## src/rtl/rxbuf_pkg.sv

```systemverilog
package rxbuf_pkg;
  // Entry layout above the data field: ninth bit, overrun, framing error.
  localparam int OFS_BIT9 = 0;
  localparam int OFS_OVR  = 1;
  localparam int OFS_FERR = 2;
  localparam int STAT_W   = 3;
endpackage

```

## src/rtl/rxbuf_fifo.sv

```systemverilog
module rxbuf_fifo
  import rxbuf_pkg::*;
#(
  parameter int DEPTH  = 2,
  parameter int DATA_W = 8,
  localparam int ENT_W = DATA_W + STAT_W,
  localparam int PTR_W = (DEPTH > 1) ? $clog2(DEPTH) : 1,
  localparam int CNT_W = $clog2(DEPTH + 1)
) (
  input  logic             clk,
  input  logic             rst,
  input  logic             flush,
  input  logic             push,
  input  logic [ENT_W-1:0] push_ent,
  input  logic             pop,
  output logic [ENT_W-1:0] head,
  output logic [CNT_W-1:0] count,
  output logic             full,
  output logic             empty
);
  logic [ENT_W-1:0] mem [DEPTH];
  logic [PTR_W-1:0] wp, rp;
  logic             pop_ok;

  assign empty  = (count == '0);
  assign full   = (count == CNT_W'(DEPTH));
  assign pop_ok = pop && !empty;
  assign head   = mem[rp];

  // Storage without reset so it maps onto distributed or block RAM.
  always_ff @(posedge clk) begin
    if (push) mem[wp] <= push_ent;
  end

  always_ff @(posedge clk) begin
    if (rst || flush) begin
      wp    <= '0;
      rp    <= '0;
      count <= '0;
    end else begin
      if (push)   wp <= (wp == PTR_W'(DEPTH - 1)) ? '0 : wp + 1'b1;
      if (pop_ok) rp <= (rp == PTR_W'(DEPTH - 1)) ? '0 : rp + 1'b1;
      case ({push, pop_ok})
        2'b10:   count <= count + 1'b1;
        2'b01:   count <= count - 1'b1;
        default: count <= count;
      endcase
    end
  end

  assert_count_bound_R2: assert property (@(posedge clk) disable iff (rst)
    count <= CNT_W'(DEPTH));
  assert_no_push_full_R5: assert property (@(posedge clk) disable iff (rst)
    !(push && full));
  assert_empty_read_R3: assert property (@(posedge clk) disable iff (rst)
    (pop && empty && !push && !flush) |=> empty);
endmodule

```

## src/rtl/rxbuf_hold.sv

```systemverilog
module rxbuf_hold
  import rxbuf_pkg::*;
#(
  parameter int DATA_W = 8,
  localparam int ENT_W = DATA_W + STAT_W
) (
  input  logic              clk,
  input  logic              rst,
  input  logic              en,
  input  logic              frm_valid,
  input  logic [DATA_W-1:0] frm_data,
  input  logic              frm_bit9,
  input  logic              frm_ferr,
  input  logic              start_det,
  input  logic              fifo_full,
  output logic              push,
  output logic [ENT_W-1:0]  push_ent,
  output logic              hold_v,
  output logic              ovr_pend
);
  logic [ENT_W-1:0] hold_q, frm_ent;
  logic move, direct, lose, clobber;

  always_comb begin
    frm_ent = '0;
    frm_ent[DATA_W-1:0]         = frm_data;
    frm_ent[DATA_W + OFS_BIT9]  = frm_bit9;
    frm_ent[DATA_W + OFS_FERR]  = frm_ferr;
    move    = hold_v && !fifo_full;
    direct  = frm_valid && !hold_v && !fifo_full;
    lose    = start_det && hold_v && fifo_full;
    clobber = frm_valid && hold_v && fifo_full;
    push    = en && (move || direct);
    push_ent = move ? hold_q : frm_ent;
    push_ent[DATA_W + OFS_OVR] = ovr_pend;
  end

  always_ff @(posedge clk) begin
    if (frm_valid && !direct) hold_q <= frm_ent;
  end

  always_ff @(posedge clk) begin
    if (rst || !en) begin
      hold_v   <= 1'b0;
      ovr_pend <= 1'b0;
    end else begin
      if (frm_valid && !direct) hold_v <= 1'b1;
      else if (move || lose)    hold_v <= 1'b0;
      if (lose || clobber) ovr_pend <= 1'b1;
      else if (push)       ovr_pend <= 1'b0;
    end
  end

  assert_no_loss_idle_R7: assert property (@(posedge clk) disable iff (rst)
    (en && !hold_v && !ovr_pend && !frm_valid) |=> !ovr_pend);
endmodule

```

## src/rtl/rxbuf_top.sv

```systemverilog
module rxbuf_top
  import rxbuf_pkg::*;
#(
  parameter int DEPTH  = 2,
  parameter int DATA_W = 8
) (
  input  logic              clk,
  input  logic              rst,
  input  logic              rx_en,
  input  logic              frm_valid,
  input  logic [DATA_W-1:0] frm_data,
  input  logic              frm_bit9,
  input  logic              frm_ferr,
  input  logic              start_det,
  input  logic              rd_stb,
  output logic [DATA_W-1:0] rd_data,
  output logic              rd_bit9,
  output logic              rd_ferr,
  output logic              rd_ovr,
  output logic              rx_done
);
  localparam int ENT_W = DATA_W + STAT_W;
  localparam int CNT_W = $clog2(DEPTH + 1);

  logic             push, hold_v, ovr_pend, full, empty;
  logic [ENT_W-1:0] push_ent, head;
  logic [CNT_W-1:0] count;

  rxbuf_hold #(.DATA_W(DATA_W)) u_hold (
    .clk, .rst, .en(rx_en), .frm_valid, .frm_data, .frm_bit9, .frm_ferr,
    .start_det, .fifo_full(full), .push, .push_ent, .hold_v, .ovr_pend
  );

  rxbuf_fifo #(.DEPTH(DEPTH), .DATA_W(DATA_W)) u_fifo (
    .clk, .rst, .flush(!rx_en), .push, .push_ent, .pop(rd_stb && rx_en),
    .head, .count, .full, .empty
  );

  assign rd_data = head[DATA_W-1:0];
  assign rd_bit9 = !empty && head[DATA_W + OFS_BIT9];
  assign rd_ferr = !empty && head[DATA_W + OFS_FERR];
  assign rd_ovr  = !empty && head[DATA_W + OFS_OVR];
  assign rx_done = !empty;

  assert_flush_R8: assert property (@(posedge clk) disable iff (rst)
    !rx_en |=> (!rx_done && !hold_v && !ovr_pend));
  assert_loss_R6: assert property (@(posedge clk) disable iff (rst)
    (rx_en && start_det && hold_v && full && !frm_valid) |=> (ovr_pend && !hold_v));
  assert_hold_moves_R5: assert property (@(posedge clk) disable iff (rst)
    (rx_en && hold_v && !full && !rd_stb) |=> (count == $past(count) + 1'b1));
  assert_reset_empty_R1: assert property (@(posedge clk)
    rst |=> !rx_done);
endmodule

```

## config.mk

```make
export PLATFORM = sky130hd
export DESIGN_NAME = rxbuf_top
export DESIGN_NICKNAME = d
export VERILOG_FILES = /design/src/rtl/rxbuf_pkg.sv /design/src/rtl/rxbuf_fifo.sv /design/src/rtl/rxbuf_hold.sv /design/src/rtl/rxbuf_top.sv
export SDC_FILE = /design/constraint.sdc
export NUM_CORES = 1
export LEC_CHECK = 0
export ABC_AREA = 0
export CAP_MARGIN = 5
export CORE_ASPECT_RATIO = 0.7
export CORE_MARGIN = 10
export CORE_UTILIZATION = 46
export DETAILED_ROUTE_END_ITERATION = 7
export PLACE_DENSITY = 0.74
export REMOVE_ABC_BUFFERS = 1
export SLEW_MARGIN = 20
export SYNTH_ARGS = -nofsm -noshare
export SYNTH_HDL_FRONTEND = slang
export SYNTH_SLANG_ARGS = --single-unit
```

## constraint.sdc

```tcl
create_clock -name clk -period 1.4 [get_ports clk]
set_input_delay 0.14 -clock clk [delete_from_list [all_inputs] [get_ports clk]]
set_output_delay 0.14 -clock clk [all_outputs]
set_load 0.03 [all_outputs]
```

==> impl_metrics.json <==
{
  "rows": 17,
  "die_w_um": 89.3,
  "first_global_vias": 1033,
  "clock-sinks": 39,
  "dp_slack_ns": -0.392,
  "crit_chain": "nor2_4, inv_2, and3_4, ha_4, xnor2_2, or3_1, a21oi_1",
  "synth_cells": 98,
  "total_power_mw": 2.28,
  "outcome": "finished with violations",
  "cts_hold_buf": 0,
  "path_buf_inv": 1,
  "finalSetupTns_ns": -1.44,
  "ctsRootBufferMaster": "clkbuf_8",
  "ys.warnings.count": 0,
  "hp-start": "frm_data[2]",
  "fp.coreArea_um2": 3190,
  "synthTopCellsByArea": "edfxtp_1 62%, mux2_2 13%, dfxtp_1 9.1%",
  "hold_viol": 0,
  "skew_ns": 0.00395,
  "hp-class": "input port to flop",
  "p_clk_share_pct": 32.9,
  "post-dp-hpwl_um": 2200,
  "critPathTopFamily": "simple AND/OR/NAND/NOR gates",
  "vias": 977,
  "grt_max_degree": 12,
  "fillers": 220,
  "slew_headroom_pct": 79.0,
  "dr.pass1.iters": 4,
  "tightest_slew_ns": 0.315,
  "grt_pass1_wl_um": 4930,
  "grt-ovfl-total": 0,
  "final_nets": 168,
  "cts_tree": "built",
  "cp.depth": 7,
  "ys_seq_area_share_pct": 71.3,
  "setup_viol": 38,
  "synth-async-reset-ratio_pct": 0,
  "fmax_ghz": 0.642,
  "p_sw_mw": 0.477,
  "antenna_found_initial": 0,
  "fin_crit_ns": 1.56,
  "io_buffers": 27,
  "place_congestion": 0.736,
  "setup_ws_ns": -0.159,
  "cts_buffers": 5,
  "grt_usage_pct": 10.9,
  "dieHeight_um": 68.5,
  "yosysTopAreaCell": "edfxtp_1",
  "rsz0062_at_grt": "true",
  "cap_violations": 0,
  "path_class": "flop to flop",
  "crit_required_ns": 1.62,
  "drt-vias-per-instance": 5.14,
  "fin_crit_sh_pct": 111,
  "drcViolationCount": 0,
  "end_kind": "flop",
  "r2r-start": "u_fifo.count[0]$_SDFFE_PP0P_",
  "p_leak_nw": 0.828,
  "p_int_mw": 1.81,
  "yosys.area.top_type_share_pct": 62.2,
  "totalWireLength_um": 3240,
  "clk_pin_slew_worst_paths_ns": 0.07,
  "worstPathMaxFanout": 5,
  "synth-edff-count": 32,
  "syn_to_final_growth_pct": 46.7,
  "finalMaxSlewViolations": 0,
  "hold_depth": 1,
  "synth_cell_types": 21,
  "pwr-share-seq_pct": 56.4,
  "htreeDepth": 2,
  "max_stage_delay_ns": 0.37,
  "violations": "negative setup slack",
  "power_density_nw_per_um2": 1010,
  "wl_per_cell_um": 17.0,
  "final_cell_mix": "32 x edfxtp_1, 16 x buf_6, 15 x clkdlybuf4s50_1, 15 x buf_4, 10 x mux2_2",
  "startpoint": "u_fifo.count[0]$_SDFFE_PP0P_",
  "diodes": 0,
  "clockBufferDepth": 2,
  "start_kind": "flop",
  "ir_drop_v": 0.000799,
  "netlist_area_um2": 1550,
  "synth_top_flop_cell": "edfxtp_1",
  "final_common_cell": "edfxtp_1",
  "arrival_ns": 1.77,
  "combinationalPowerShare_pct": 10.7,
  "cpMaxStageDelayCell": "dfxtp_4",
  "power_switching_share_pct": 20.9,
  "drtIter0Drc": 39,
  "start_util_pct": 48.4,
  "ys_seq_elements": 39,
  "num_io_pins": 28,
  "layout-drive-gt1-share_pct": 48.7,
  "reg2regPathDepth": 7,
  "clock_latency_ns": 0.29,
  "floorplan.die_area_um2": 6110,
  "synth.avg_cell_area_um2": 15.8,
  "ant_nets": 0
}
[worst register-to-register path, delay by kind of cell, from the launching register on]
kind | cells | cell delay (ns)
AOI/OAI and AO/OA | 1 | 0.14
adders and majority gates | 1 | 0.16
buffers and inverters | 1 | 0.05
and+or+nand+nor | 3 | 0.64
DFF | 1 | 0.37
xor gates and xnor gates | 1 | 0.13
[stage by stage]
step / utilization [%] / hold slack [ns] / cell area [µm²] / cells
after floorplan: - / 0.239 / 1540 / 97
after global placement: 61.9 / 0.446 / 1980 / 179
after detailed placement: 61.9 / 0.459 / 1980 / 179
after CTS: 68.8 / 0.431 / 2200 / 190
after global routing: 71.1 / 0.438 / 2270 / 190
final: 71.1 / 0.436 / 2270 / 190
[synth_stat cells (2+ instances only)]
library cell and n:
mux2i_1 3, nor2_1 11, nand2b_1 2, xor2_1 2
dfxtp_1 7, o21ai_0 4, nor2b_1 2, a21oi_1 3
or3_1 2, o21a_1 2, mux2_2 18, and3_1 2
edfxtp_1 32
[logic make-up after synthesis]
family | synth area share, %
xor+xnor | 1.70
mux | 15.1
compound gates | 3.24
buf+inv | 0.566
simple gates | 7.37
fa+ha+maj | 0.810
flops | 71.3
[path summary, 6_finish.rpt]
check                           slack, ns                            to
worst max-delay path                -0.16  u_fifo.count[1]$_SDFFE_PP0P_
worst min register to register       0.48    u_fifo.mem[0][9]$_DFFE_PP_
worst max register to register      -0.16  u_fifo.count[1]$_SDFFE_PP0P_
worst min-delay path                 0.44    u_hold.hold_q[2]$_DFFE_PP_
[final cells by class]
class | instances | area, µm² | share of cell area (%)
Inverter | 1 | 3.75 | 0.166
Sequential cell | 39 | 1110 | 48.8
Tap cell | 38 | 47.5 | 2.10
Clock inverter | 1 | 3.75 | 0.166
Multi-Input combinational cell | 57 | 561 | 24.7
Timing Repair Buffer | 47 | 458 | 20.2
Clock buffer | 7 | 86.3 | 3.81
[metal layers]
metal  wire (µm)  vias up  GRT usage (%)
met5           0        -              0
met4          45        0           4.74
met3         198        7           3.75
met2        1600       24           18.6
met1        1390      473           12.4
li1            -      473              -
[flip-flops by register name, summed over array words and instances (netlist names), named ones only]
name             flops
u_hold.ovr_pend      1
u_fifo.rp            1
u_fifo.count         2
u_fifo.mem          22
u_hold.hold_q       10
u_hold.hold_v        1
u_fifo.wp            1
[power groups by stage]
stage / clock network [mW] / logic (mW) / registers, mW
after floorplan: 0 / 0.0885 / 1.31
after global placement: 0 / 0.197 / 1.31
after detailed placement: 0 / 0.202 / 1.31
after CTS: 0.764 / 0.229 / 1.29
after global routing: 0.815 / 0.261 / 1.29
final: 0.751 / 0.244 / 1.29
[repair_timing]
action / CTS / global route
gates resized for setup: 82 / 16
buffers inserted: 3 / 1
pin swaps: 2 / 1
endpoints found under the setup margin: 60 / 65
No activity file was read; power rests on OpenSTA's default activity.
